$ cat src/rtl/adc_seq_pkg.sv
package adc_seq_pkg;

    localparam int CNT_W     = 16;
    localparam int DLY_SHIFT = 5;   // delays count in units of 32 clocks

    localparam logic [2:0] W_CTRL  = 3'd0;
    localparam logic [2:0] W_CTRL2 = 3'd1;
    localparam logic [2:0] W_CTRL3 = 3'd2;
    localparam logic [2:0] W_TRIMP = 3'd3;
    localparam logic [2:0] W_TRIMN = 3'd4;
    localparam logic [2:0] W_CLR   = 3'd5;
    localparam logic [2:0] W_RES   = 3'd6;

    typedef enum logic [2:0] {
        ST_OFF, ST_PWR, ST_IDLE, ST_SMP, ST_SOC, ST_CNV, ST_GAP
    } seq_state_e;

    typedef struct packed {
        logic       en;
        logic       cont;
        logic [7:0] pwr_dly;
        logic [7:0] gap;
        logic [3:0] smp;
        logic [3:0] sdel;
    } seq_cfg_t;

    function automatic logic [CNT_W-1:0] units_m1(input logic [7:0] n);
        return (CNT_W'(n) << DLY_SHIFT) - CNT_W'(1);
    endfunction

    function automatic logic [CNT_W-1:0] win_load(input logic [3:0] m);
        return (m == 4'd0) ? '0 : units_m1({4'd0, m});
    endfunction

endpackage

$ cat src/rtl/adc_seq_tick.sv
module adc_seq_tick #(
    parameter int TICK_DIV = 256000
) (
    input  logic clk,
    input  logic rst,
    input  logic run_i,
    output logic tick_o
);
    localparam int PW = (TICK_DIV > 2) ? $clog2(TICK_DIV) : 1;
    localparam logic [PW-1:0] LAST = PW'(TICK_DIV - 1);

    logic [PW-1:0] pre_q;

    always_ff @(posedge clk) begin
        if (rst || !run_i)      pre_q <= '0;
        else if (pre_q == LAST) pre_q <= '0;
        else                    pre_q <= pre_q + PW'(1);
    end

    assign tick_o = run_i && (pre_q == LAST);
endmodule

$ cat src/rtl/adc_seq_regs.sv
module adc_seq_regs
    import adc_seq_pkg::*;
#(
    parameter int DATA_W = 10,
    parameter int RES_W  = 16
) (
    input  logic              clk,
    input  logic              rst,
    input  logic              wr_i,
    input  logic [4:0]        addr_i,
    input  logic [31:0]       wdata_i,
    output logic [31:0]       rdata_o,
    input  logic              cmpl_i,
    input  logic [DATA_W-1:0] cap_i,
    output seq_cfg_t          cfg_o,
    output logic              start_o,
    output logic              irq_o
);
    localparam int PAD = RES_W - DATA_W;

    logic [15:0]      ctrl_q, ctrl2_q, ctrl3_q;
    logic [9:0]       trimp_q, trimn_q;
    logic [RES_W-1:0] res_q;
    logic             en_q, start_q, cont_q, mint_q, flag_q;
    logic [2:0]       widx;
    logic             wr_ctrl, wr_clr;

    assign widx    = addr_i[4:2];
    assign wr_ctrl = wr_i && (widx == W_CTRL);
    assign wr_clr  = wr_i && (widx == W_CLR);

    always_ff @(posedge clk) begin
        if (rst) begin
            ctrl_q  <= '0;
            ctrl2_q <= '0;
            ctrl3_q <= 16'h0040;
            trimp_q <= 10'h200;
            trimn_q <= 10'h200;
            en_q    <= 1'b0;
            cont_q  <= 1'b0;
            mint_q  <= 1'b0;
        end else if (wr_i) begin
            case (widx)
                W_CTRL: begin
                    ctrl_q <= wdata_i[15:0];
                    en_q   <= wdata_i[0];
                    cont_q <= wdata_i[2];
                    mint_q <= wdata_i[5];
                end
                W_CTRL2: ctrl2_q <= wdata_i[15:0];
                W_CTRL3: ctrl3_q <= wdata_i[15:0];
                W_TRIMP: trimp_q <= wdata_i[9:0];
                W_TRIMN: trimn_q <= wdata_i[9:0];
                default: ;
            endcase
        end
    end

    always_ff @(posedge clk) begin
        if (rst)                       start_q <= 1'b0;
        else if (wr_ctrl && !wdata_i[0]) start_q <= 1'b0;
        else if (wr_ctrl && wdata_i[1])  start_q <= 1'b1;
        else if (cmpl_i && !cont_q)      start_q <= 1'b0;
    end

    always_ff @(posedge clk) begin
        if (rst)         flag_q <= 1'b0;
        else if (cmpl_i) flag_q <= 1'b1;
        else if (wr_clr) flag_q <= 1'b0;
    end

    always_ff @(posedge clk) begin
        if (rst)         res_q <= '0;
        else if (cmpl_i) res_q <= {cap_i, {PAD{1'b0}}};
    end

    always_comb begin
        rdata_o = '0;
        case (widx)
            W_CTRL:  rdata_o[15:0] = (ctrl_q & 16'hFFC8)
                                   | {10'd0, mint_q, flag_q, 1'b0, cont_q, start_q, en_q};
            W_CTRL2: rdata_o[15:0] = ctrl2_q;
            W_CTRL3: rdata_o[15:0] = ctrl3_q;
            W_TRIMP: rdata_o[9:0]  = trimp_q;
            W_TRIMN: rdata_o[9:0]  = trimn_q;
            W_RES:   rdata_o[RES_W-1:0] = res_q;
            default: rdata_o = '0;
        endcase
    end

    assign cfg_o.en      = en_q;
    assign cfg_o.cont    = cont_q;
    assign cfg_o.pwr_dly = ctrl3_q[7:0];
    assign cfg_o.gap     = ctrl3_q[15:8];
    assign cfg_o.smp     = ctrl2_q[11:8];
    assign cfg_o.sdel    = ctrl2_q[15:12];
    assign start_o       = start_q;
    assign irq_o         = flag_q && mint_q;

    assert_flag_src_R3: assert property (@(posedge clk) disable iff (rst)
        $rose(flag_q) |-> $past(cmpl_i));

    assert_clear_R9: assert property (@(posedge clk) disable iff (rst)
        (wr_clr && !cmpl_i) |=> !flag_q);

    assert_abort_start_R11: assert property (@(posedge clk) disable iff (rst)
        (wr_ctrl && !wdata_i[0]) |=> (!start_q && !en_q));
endmodule

$ cat src/rtl/adc_seq_fsm.sv
module adc_seq_fsm
    import adc_seq_pkg::*;
#(
    parameter int DATA_W = 10
) (
    input  logic              clk,
    input  logic              rst,
    input  seq_cfg_t          cfg_i,
    input  logic              start_i,
    input  logic              tick_i,
    input  logic              done_i,
    input  logic [DATA_W-1:0] data_i,
    output logic              adc_on_o,
    output logic              sample_o,
    output logic              soc_o,
    output logic              gap_o,
    output logic              cmpl_o,
    output logic [DATA_W-1:0] cap_o
);
    seq_state_e        state;
    logic [CNT_W-1:0]  cnt;
    logic              done_q;
    logic [DATA_W-1:0] data_q;
    logic              fire;
    logic              cnt_zero;

    assign cnt_zero = (cnt == '0);
    assign fire = cfg_i.en && (state == ST_CNV)
               && ((cfg_i.sdel == 4'd0) ? done_q : cnt_zero);

    always_ff @(posedge clk) begin
        if (rst) begin
            state  <= ST_OFF;
            cnt    <= '0;
            done_q <= 1'b0;
            data_q <= '0;
        end else begin
            done_q <= done_i;
            data_q <= data_i;
            if (!cfg_i.en) begin
                state <= ST_OFF;
            end else begin
                case (state)
                    ST_OFF: begin
                        state <= ST_PWR;
                        cnt   <= units_m1((cfg_i.pwr_dly == 8'd0) ? 8'd1 : cfg_i.pwr_dly);
                    end
                    ST_PWR: begin
                        if (cnt_zero) state <= ST_IDLE;
                        else          cnt   <= cnt - CNT_W'(1);
                    end
                    ST_IDLE: begin
                        if (start_i) begin
                            state <= ST_SMP;
                            cnt   <= win_load(cfg_i.smp);
                        end
                    end
                    ST_SMP: begin
                        if (cnt_zero) state <= ST_SOC;
                        else          cnt   <= cnt - CNT_W'(1);
                    end
                    ST_SOC: begin
                        state <= ST_CNV;
                        cnt   <= CNT_W'(cfg_i.sdel);
                    end
                    ST_CNV: begin
                        if (fire) begin
                            if (!cfg_i.cont) begin
                                state <= ST_IDLE;
                            end else if (cfg_i.gap == 8'd0) begin
                                state <= ST_SMP;
                                cnt   <= win_load(cfg_i.smp);
                            end else begin
                                state <= ST_GAP;
                                cnt   <= CNT_W'(cfg_i.gap) - CNT_W'(1);
                            end
                        end else if (!cnt_zero) begin
                            cnt <= cnt - CNT_W'(1);
                        end
                    end
                    ST_GAP: begin
                        if (tick_i) begin
                            if (cnt_zero) begin
                                state <= ST_SMP;
                                cnt   <= win_load(cfg_i.smp);
                            end else begin
                                cnt <= cnt - CNT_W'(1);
                            end
                        end
                    end
                    default: state <= ST_OFF;
                endcase
            end
        end
    end

    assign adc_on_o = cfg_i.en && (state != ST_OFF) && (state != ST_PWR);
    assign sample_o = cfg_i.en && (state == ST_SMP);
    assign soc_o    = cfg_i.en && (state == ST_SOC);
    assign gap_o    = (state == ST_GAP);
    assign cmpl_o   = fire;
    assign cap_o    = (cfg_i.sdel == 4'd0) ? data_q : data_i;

    assert_soc_pulse_R5: assert property (@(posedge clk) disable iff (rst)
        soc_o |=> !soc_o);

    assert_soc_follows_window_R5: assert property (@(posedge clk) disable iff (rst)
        (state == ST_SMP && cnt_zero && cfg_i.en) |=> (state == ST_SOC));

    assert_disable_off_R11: assert property (@(posedge clk) disable iff (rst)
        !cfg_i.en |=> (state == ST_OFF));
endmodule

$ cat src/rtl/adc_seq_top.sv
module adc_seq_top
    import adc_seq_pkg::*;
#(
    parameter int TICK_DIV = 256000,
    parameter int DATA_W   = 10,
    parameter int RES_W    = 16
) (
    input  logic              clk,
    input  logic              rst,
    input  logic              bus_wr,
    input  logic [4:0]        bus_addr,
    input  logic [31:0]       bus_wdata,
    output logic [31:0]       bus_rdata,
    output logic              afe_ldo_on,
    output logic              afe_adc_on,
    output logic              afe_sample,
    output logic              afe_soc,
    input  logic [DATA_W-1:0] afe_data,
    input  logic              afe_done,
    output logic              irq
);
    seq_cfg_t          cfg;
    logic              start, tick, gap, cmpl;
    logic [DATA_W-1:0] cap;

    adc_seq_regs #(.DATA_W(DATA_W), .RES_W(RES_W)) u_regs (
        .clk(clk), .rst(rst), .wr_i(bus_wr), .addr_i(bus_addr),
        .wdata_i(bus_wdata), .rdata_o(bus_rdata), .cmpl_i(cmpl),
        .cap_i(cap), .cfg_o(cfg), .start_o(start), .irq_o(irq)
    );

    adc_seq_fsm #(.DATA_W(DATA_W)) u_fsm (
        .clk(clk), .rst(rst), .cfg_i(cfg), .start_i(start), .tick_i(tick),
        .done_i(afe_done), .data_i(afe_data), .adc_on_o(afe_adc_on),
        .sample_o(afe_sample), .soc_o(afe_soc), .gap_o(gap),
        .cmpl_o(cmpl), .cap_o(cap)
    );

    adc_seq_tick #(.TICK_DIV(TICK_DIV)) u_tick (
        .clk(clk), .rst(rst), .run_i(gap), .tick_o(tick)
    );

    assign afe_ldo_on = cfg.en;

    assert_start_needs_ldo_R3: assert property (@(posedge clk) disable iff (rst)
        afe_soc |-> (afe_ldo_on && afe_adc_on && start));
endmodule

$ cat config.mk
export PLATFORM = sky130hd
export DESIGN_NAME = adc_seq_top
export DESIGN_NICKNAME = d
export VERILOG_FILES = /design/src/rtl/adc_seq_pkg.sv /design/src/rtl/adc_seq_tick.sv /design/src/rtl/adc_seq_regs.sv /design/src/rtl/adc_seq_fsm.sv /design/src/rtl/adc_seq_top.sv
export SDC_FILE = /design/constraint.sdc
export NUM_CORES = 1
export LEC_CHECK = 0
export ABC_AREA = 1
export BUFFER_PORTS_ARGS = -buffer_cell sky130_fd_sc_hd__buf_2
export CAP_MARGIN = 20
export CORE_MARGIN = 8
export CORE_UTILIZATION = 30
export CTS_CLUSTER_DIAMETER = 50
export DETAILED_ROUTE_END_ITERATION = 10
export PLACE_DENSITY = 0.52
export SETUP_SLACK_MARGIN = 0.1
export SYNTH_ARGS = -nofsm -noshare
export SYNTH_HDL_FRONTEND = slang
export SYNTH_SLANG_ARGS = --single-unit
export TNS_END_PERCENT = 10
$ cat constraint.sdc
create_clock -name clk -period 2.31 [get_ports clk]
set_input_delay 0.462 -clock clk [delete_from_list [all_inputs] [get_ports clk]]
set_output_delay 0.462 -clock clk [all_outputs]
set_load 0.005 [all_outputs]
==> impl_metrics.csv, run 1 <==
group,metric,value,unit
run_status,status,"completed",
finish,layout_common_cells,"nand2_1, nor2_1, dfxtp_1",
finish,final_common_cell,"nand2_1",
yosys,synthArstFlopShare,0,
route,first_iter_violations,468,
placement,place.detailed.instances,1305,
clocking,htreeDepth,4,
floorplan,rows,54,
timing,fin_crit_sh,0.924,
clocking,clock_sink_count,126,
setup_path,worst_setup_path_start_kind,"input port",
placement,dp_slack,0.103,ns
placement,portBuffers,53,
floorplan,die_y,165,µm
yosys,seq_area_frac_synth,0.379,
clocking,clk_pin_slew,0.06,ns
route,firstDrtPassIters,5,
setup_path,crit_arrival,1.67,ns
flow_run,drv_cap,0,
global_routing,gr-total-overflow,0,
timing,rsz0062_at_grt,"yes",
timing,totalNegativeSetupSlack,0,ns
global_routing,grt_max_degree,73,
yosys,yosys_warnings,0,
finish,drive_gt1_frac,0.165,
clocking,ctsRootBufferMaster,"clkbuf_16",
floorplan,dieArea,0.0272,mm²
clocking,post_cts_buffers,0,
setup_path,cp_max_fo,8,
floorplan,die_w,165,µm
route,dr_total_vias,6460,
min_path,hp-class,"input port to flop",
floorplan,start_util,0.305,
floorplan,core-area,0.0218,mm²
clocking,cts_tree,"built",
power_and_ir_drop,p_leak,3.46,nW
finish,antenna_cells,0,
setup_path,critPathKind,"input port to primary output",
global_routing,grt_pass1_wl,32.4,mm
min_path,whs_path_depth,3,
clocking,clkLatencyLatePin,0.42,ns
power_and_ir_drop,powerDensity,733,mW/mm²
yosys,synth_edf_count,0,
finish,syn2layout_area_growth,19.4,%
clocking,cts_buffers,17,
yosys,synth.distinct_cells,46,
route,viasPerCell,4.84,
setup_path,end_kind,"primary output",
placement,routabilityCongestion,0.841,
yosys,synth-main-ff-cell,"dfxtp_1",
route,wirelength,19.9,mm
timing,setup_viol,0,
setup_path,r2r_slack,0.22,ns
timing,max_freq,0.468,GHz
clocking,clockBufferDepth,2,
global_routing,first_global_vias,6188,
timing,setup_ws,0.175,ns
global_routing,grt_use_total,0.151,
global_routing,antenna_found_initial,0,
clocking,postCtsHoldBufs,0,
finish,final_nets,1100,
yosys,postSynthAreaPerCell,6.85,µm²
placement,dp_hpwl,14.7,mm
yosys,synth_seq_cells,126,
timing,fin_crit,2.14,ns
setup_path,critPathRequiredTime,1.85,ns
setup_path,worstRegToRegCells,14,
route,wl_per_cell,14.9,µm
route,drc_errors,0,
finish,fillers,2336,
power_and_ir_drop,p_total,5.83,mW
route,ant_nets,0,
floorplan,ios,88,
timing,finalHoldViolCount,0,
yosys,synth_cells,972,
timing,skew,0.0111,ns
timing,whs,0.247,ns
yosys,syn_area,0.00666,mm²
timing,slew_violations,0,
power_and_ir_drop,max-vdd-ir-drop,0.506,mV
finish,finalNonFillerCells,1336,
-- worst paths after layout --
check,start,to
worst min-delay path,afe_done,u_fsm.done_q
worst max register to register,u_fsm.cnt[0],u_fsm.cnt[0]
worst min register to register,u_regs.ctrl_q[3],u_regs.ctrl_q[3]
worst max-delay path,bus_addr[3],bus_rdata[8]
-- state kept, by name, indices dropped and copies added, names as in the netlist --
name	cells
u_regs.res_q	10
u_tick.pre_q	18
u_fsm.data_q	10
u_regs.ctrl3_q	16
u_fsm.done_q	1
u_regs.ctrl2_q	16
u_fsm.state	3
u_regs.trimn_q	10
u_fsm.cnt	16
u_regs.ctrl_q	14
u_regs.start_o	1
u_regs.flag_q	1
u_regs.trimp_q	10
-- logic make-up after synthesis --
group / synth area share
simple gates: 0.288
compound gates: 0.201
other cells: 0.000563
fa+ha+maj: 0.00940
buf+inv: 0.102
flops: 0.379
xor+xnor: 0.0197
-- critical path: stages --
cell	delay (ns)
buf_2	0.12
inv_1	0.07
nor2_1	0.05
nand2_1	0.08
inv_1	0.17
nand2_1	0.11
o2111ai_1	0.15
a221o_1	0.33
buf_2	0.14
-- area by class of cell --
| cell class | count | area (µm²) | area share |
|---|---|---|---|
| timing repair buffer | 87 | 546 | 0.0686 |
| tap | 280 | 350 | 0.0441 |
| sequential | 126 | 2520 | 0.317 |
| clock inverter | 13 | 163 | 0.0205 |
| clock buffer | 18 | 439 | 0.0552 |
| multi-input combinational | 703 | 3510 | 0.442 |
| inverter | 109 | 414 | 0.0521 |
-- synth_stat cells (2+ instances only) --
cell type	count	share of area
nor2_1	154	0.087
inv_1	94	0.053
a221oi_1	9	0.012
xor2_1	9	0.012
nor2_2	7	0.0066
o211ai_1	10	0.011
xnor2_1	6	0.0079
o21ai_2	2	0.0026
inv_2	8	0.0045
buf_4	17	0.019
nand4_1	9	0.0085
a21oi_2	9	0.012
ha_1	5	0.0094
nand2_4	3	0.0051
o21ai_1	9	0.0068
o221ai_1	2	0.0026
o31ai_1	2	0.0023
nand2_1	160	0.090
nor3_1	16	0.012
nor2_4	6	0.010
nand3_1	51	0.038
nand3b_1	3	0.0034
dfxtp_1	126	0.38
o21ai_0	105	0.079
buf_2	6	0.0045
nand2_2	11	0.010
a21oi_1	58	0.044
a22oi_1	7	0.0079
clkbuf_1	25	0.014
a31oi_1	15	0.014
nand3_2	2	0.0030
o21a_1	2	0.0023
clkinv_1	6	0.0034
nor3b_1	4	0.0045
or2_2	3	0.0028
-- power by group --
part           total (mW)  switching (mW)  internal [mW]  leakage (nW)
clock                2.78            1.05           1.73         0.301
sequential           2.28          0.0447           2.24          1.02
combinational       0.765           0.505          0.260          2.14
total                5.83            1.60           4.22          3.46
-- timing repair --
action,in CTS,in global routing
setup endpoints to repair,0,16
resized for setup,0,2
endpoints found under the hold margin,0,0
-- metrics by stage --
| stage | area, µm² | utilization |
|---|---|---|
| global route | 7950 | 0.364 |
| detailed placement | 7340 | 0.336 |
| CTS | 7940 | 0.364 |
| finish | 7950 | 0.364 |
| floorplan | 6710 | - |
| global placement | 7340 | 0.336 |
-- per-layer routing --
metal / track usage / vias up / part of all wire
met4: 0.0495 / 0 / 0.014
met5: 0 / - / 0
li1: - / 3334 / -
met2: 0.232 / 172 / 0.44
met1: 0.205 / 2932 / 0.50
met3: 0.0339 / 22 / 0.045
Note: power is estimated with default switching activity, not from simulation.
==> inputs of run 2 (changes only) <==
--- a/config.mk
+++ b/config.mk
@@ -9,10 +9,10 @@
 export BUFFER_PORTS_ARGS = -buffer_cell sky130_fd_sc_hd__buf_2
 export CAP_MARGIN = 20
 export CORE_MARGIN = 8
-export CORE_UTILIZATION = 30
+export CORE_UTILIZATION = 35
 export CTS_CLUSTER_DIAMETER = 50
 export DETAILED_ROUTE_END_ITERATION = 10
-export PLACE_DENSITY = 0.52
+export PLACE_DENSITY = 0.58
 export SETUP_SLACK_MARGIN = 0.1
 export SYNTH_ARGS = -nofsm -noshare
 export SYNTH_HDL_FRONTEND = slang
==> impl_metrics.csv, run 2 (synthesized netlist as in run 1, its figures left out) <==
group,metric,value,unit
route,first_iter_violations,332,
clocking,clkLatencyLatePin,0.42,ns
setup_path,crit_chain,"buf_2 -> buf_4 -> nor2_4 -> nand2_2 -> clkinvlp_4 -> buf_4 -> buf_4 -> buf_4 -> nand2_1 -> o211ai_1 -> buf_2",
route,viasPerCell,5.03,
setup_path,critPathRequiredTime,1.85,ns
placement,place_area,0.00722,mm²
power_and_ir_drop,p_total,5.90,mW
placement,routabilityCongestion,0.857,
timing,max_freq,0.465,GHz
finish,antenna_cells,0,
clocking,clockBufferDepth,2,
setup_path,cp_top_family,"buffers and inverters",
timing,fin_crit,2.15,ns
floorplan,dieArea,0.0237,mm²
clocking,ctsRootBufferMaster,"clkbuf_16",
clocking,clk_pin_slew,0.06,ns
setup_path,crit_buf_inv,7,
finish,fillers,1966,
power_and_ir_drop,max-vdd-ir-drop,0.446,mV
setup_path,cp_max_fo,5,
global_routing,gr-total-overflow,0,
route,wl_per_cell,15.0,µm
timing,rsz0062_at_grt,"yes",
finish,regArea,0.00252,mm²
finish,fin_util,0.424,
route,wirelength,19.4,mm
clocking,htreeDepth,4,
setup_path,crit_slowest_cell,"buf_4",
placement,portBuffers,53,
global_routing,met2_usage,0.274,
finish,layout_common_cells,"nand2_1, nor2_1, dfxtp_1",
timing,setup_viol,0,
timing,totalNegativeSetupSlack,0,ns
finish,final_nets,1098,
timing,fin_crit_sh,0.931,
global_routing,grt_pass1_wl,31.9,mm
global_routing,grt_max_degree,45,
clocking,cts_tree,"built",
placement,place.detailed.instances,1254,
min_path,hp-class,"input port to flop",
clocking,clock_sink_count,126,
finish,finalNonFillerCells,1289,
floorplan,die_w,154,µm
finish,multiInputGateArea,0.00356,mm²
timing,skew,0.0103,ns
clocking,cts_buffers,17,
finish,drive_gt1_frac,0.174,
finish,syn2layout_area_growth,19.1,%
global_routing,antenna_found_initial,0,
setup_path,critPathKind,"input port to primary output",
global_routing,use_met1,0.215,
route,firstDrtPassIters,5,
power_and_ir_drop,powerDensity,745,mW/mm²
setup_path,crit_arrival,1.69,ns
placement,dp_hpwl,14.3,mm
timing,slew_violations,0,
global_routing,first_global_vias,6253,
setup_path,cp_common_cell,"buf_4",
finish,final_common_cell,"nand2_1",
setup_path,worst_setup_path_start_kind,"input port",
global_routing,grt_use_total,0.166,
finish,regMostFlops,"u_tick.pre_q",
global_routing,grt-busiest-layer,"met2",
finish,final_area,0.00793,mm²
route,ant_nets,0,
timing,finalHoldViolCount,0,
setup_path,crit_path_max_incr_delay,0.16,ns
floorplan,core-area,0.0187,mm²
floorplan,ios,88,
flow_run,drv_cap,0,
route,dr_total_vias,6485,
setup_path,end_kind,"primary output",
power_and_ir_drop,p_leak,3.44,nW
global_routing,grt_use_met3,0.0311,
floorplan,die_y,154,µm
finish,largest_reg_flops,18,
route,drc_errors,0,
floorplan,start_util,0.356,
run_status,status,"completed",
floorplan,rows,50,
## run 2: changes by cell type in the layout (fill, tap and decap cells not counted), sizes merged
cell,change
clkinvlp,+2
clkbuf,+1
clkinv,-1
buf,-2
bufinv,+1
inv,-2
## run 2: power by group
group | internal, mW | switching, mW
clock network | 1.84 | 1.02
logic | 0.257 | 0.501
registers | 2.24 | 0.0454
## run 2: what timing repair did
item,in CTS,in global routing
hold buffers,0,0
pin swaps,0,1
gates resized for setup,0,22
setup endpoints to repair,2,28
buffers inserted,0,3
## run 2: worst paths after layout
path,from,endpoint,slack (ns),cells past startpoint
max,bus_addr[3],bus_rdata[12],0.16,11
min reg2reg,u_regs.ctrl_q[6],u_regs.ctrl_q[6],0.45,2
min,afe_done,u_fsm.done_q,0.25,3
max reg2reg,u_fsm.cnt[0],u_fsm.cnt[12],0.23,13
## run 2: final cells by class
type                       count  share of cell area
timing repair buffer          85              0.0638
multi-input combinational    703               0.449
tap                          234              0.0369
clock buffer                  19              0.0559
inverter                     109              0.0527
sequential                   126               0.318
clock inverter                13              0.0235
## run 2: per-layer routing
layer | part of all wire | vias to the layer above
li1 | - | 3321
met1 | 0.48 | 2995
met2 | 0.46 | 146
met3 | 0.040 | 23
met4 | 0.017 | 0
met5 | 0 | -
## run 2: worst min-delay path, cell delays in order
cell    delay, ns
buf_2        0.08
inv_1        0.03
nor2_1       0.06
## run 2: stage by stage
stage	setup WS [ns]	hold WS [ns]
floorplan	0.427	0.418
global placement	0.120	0.435
detailed placement	0.0765	0.440
CTS	0.0774	0.234
global route	0.0875	0.241
finish	0.160	0.248
==> inputs of run 3 (changes only) <==
--- a/config.mk
+++ b/config.mk
@@ -6,7 +6,7 @@
 export NUM_CORES = 1
 export LEC_CHECK = 0
 export ABC_AREA = 1
-export BUFFER_PORTS_ARGS = -buffer_cell sky130_fd_sc_hd__buf_2
+export BUFFER_PORTS_ARGS = -buffer_cell sky130_fd_sc_hd__buf_4
 export CAP_MARGIN = 20
 export CORE_MARGIN = 8
 export CORE_UTILIZATION = 35
==> impl_metrics.csv, run 3 (synthesized netlist as in run 1, its figures left out) <==
group,metric,value,unit
route,ant_nets,0,
power_and_ir_drop,max-vdd-ir-drop,0.520,mV
route,first_iter_violations,446,
finish,final_nets,1097,
route,dr_total_vias,6414,
global_routing,grt_use_total,0.166,
global_routing,grt_max_degree,83,
floorplan,die_y,154,µm
setup_path,r2r-start,"u_fsm.cnt[1]",
clocking,cts_tree,"built",
floorplan,dieArea,0.0237,mm²
floorplan,start_util,0.356,
setup_path,cp_max_fo,6,
power_and_ir_drop,p_total,5.86,mW
setup_path,r2r_end,"u_fsm.cnt[6]",
floorplan,rows,50,
timing,skew,0.00857,ns
power_and_ir_drop,p_leak,3.45,nW
finish,finalNonFillerCells,1288,
timing,setup_viol,0,
setup_path,worst_setup_path_start_kind,"input port",
floorplan,core-area,0.0187,mm²
global_routing,first_global_vias,6130,
route,viasPerCell,4.98,
route,wl_per_cell,15.0,µm
power_and_ir_drop,sw_frac_of_total,0.278,
setup_path,critPathRequiredTime,1.85,ns
finish,final_common_cell,"nand2_1",
setup_path,crit_start,"bus_addr[3]",
placement,routabilityCongestion,0.849,
power_and_ir_drop,clkPwrFrac,0.477,
finish,fillers,1939,
finish,antenna_cells,0,
run_status,status,"completed",
setup_path,r2r_slack,0.20,ns
route,wirelength,19.4,mm
placement,dp_hpwl,14.1,mm
route,firstDrtPassIters,5,
finish,largest_reg_flops,18,
clocking,cts_buffers,17,
timing,fin_crit,2.17,ns
timing,rsz0062_at_grt,"yes",
power_and_ir_drop,combPwrFrac,0.133,
clocking,clock_sink_count,126,
placement,portBuffers,53,
flow_run,drv_cap,0,
setup_path,critPathKind,"input port to primary output",
placement,dp_slack,0.137,ns
global_routing,gr-total-overflow,0,
timing,fin_crit_sh,0.940,
timing,setup_ws,0.139,ns
floorplan,die_w,154,µm
min_path,hp-class,"input port to flop",
setup_path,crit_arrival,1.71,ns
setup_path,end_kind,"primary output",
setup_path,crit_path_end,"bus_rdata[1]",
finish,drive_gt1_frac,0.162,
timing,max_freq,0.461,GHz
clocking,cts.repair.resized,0,
power_and_ir_drop,powerDensity,731,mW/mm²
clocking,post_cts_buffers,0,
clocking,postCtsHoldBufs,0,
global_routing,antenna_found_initial,0,
finish,syn2layout_area_growth,20.4,%
clocking,clockBufferDepth,2,
clocking,clk_pin_slew,0.06,ns
finish,regMostFlops,"u_tick.pre_q",
floorplan,ios,88,
placement,place.detailed.instances,1256,
clocking,htreeDepth,4,
clocking,clkLatencyLatePin,0.42,ns
timing,slew_violations,0,
finish,layout_common_cells,"nand2_1, nor2_1, dfxtp_1",
route,drc_errors,0,
power_and_ir_drop,p_switching,1.63,mW
timing,finalHoldViolCount,0,
global_routing,grt_pass1_wl,31.8,mm
setup_path,worstRegToRegCells,15,
clocking,ctsRootBufferMaster,"clkbuf_16",
timing,totalNegativeSetupSlack,0,ns
power_and_ir_drop,internal_power,4.23,mW
power_and_ir_drop,p_seq_frac,0.390,
run 3: worst min path at each step:
stage                          startpoint               to  slack (ns)  cells past startpoint
after floorplan           u_tick.pre_q[0]  u_tick.pre_q[0]        0.42                      1
after global placement    u_tick.pre_q[0]  u_tick.pre_q[0]        0.43                      1
after detailed placement  u_tick.pre_q[0]  u_tick.pre_q[0]        0.44                      1
after CTS                     afe_data[3]  u_fsm.data_q[3]        0.24                      3
after global routing          afe_data[3]  u_fsm.data_q[3]        0.24                      3
final                            afe_done     u_fsm.done_q        0.25                      3
run 3: critical path, cell delays in order:
cell and delay, ns:
buf_4 0.12, inv_1 0.06, nor2_1 0.05, nand2_1 0.07, clkinv_1 0.17, buf_4 0.22
a221oi_1 0.25, o21ai_0 0.14, buf_4 0.16
run 3: layout make-up:
| class | count | area [µm²] | share of cell area |
|---|---|---|---|
| sequential | 126 | 2520 | 0.315 |
| multi-input combinational | 703 | 3520 | 0.439 |
| clock inverter | 15 | 184 | 0.0230 |
| tap | 234 | 293 | 0.0365 |
| clock buffer | 17 | 425 | 0.0531 |
| inverter | 109 | 414 | 0.0517 |
| timing repair buffer | 84 | 656 | 0.0818 |
run 3: routing by layer:
metal	share of wire	global-route usage
met1	0.48	0.218
met2	0.46	0.266
met3	0.043	0.0328
met4	0.015	0.0555
met5	0	0
run 3: stage by stage:
stage / utilization / instance area (µm²) / hold WS, ns
global placement: 0.395 / 7390 / 0.433
detailed placement: 0.395 / 7390 / 0.440
CTS: 0.428 / 8000 / 0.237
finish: 0.428 / 8010 / 0.248
floorplan: - / 6710 / 0.418
global route: 0.428 / 8010 / 0.242
run 3: power by group through the flow:
stage	sequential [mW]	clock (mW)	combinational [mW]
after floorplan	2.32	0	0.540
after global placement	2.33	0	0.770
after detailed placement	2.33	0	0.773
after CTS	2.28	2.83	0.777
after global routing	2.29	2.93	0.877
final	2.28	2.79	0.779
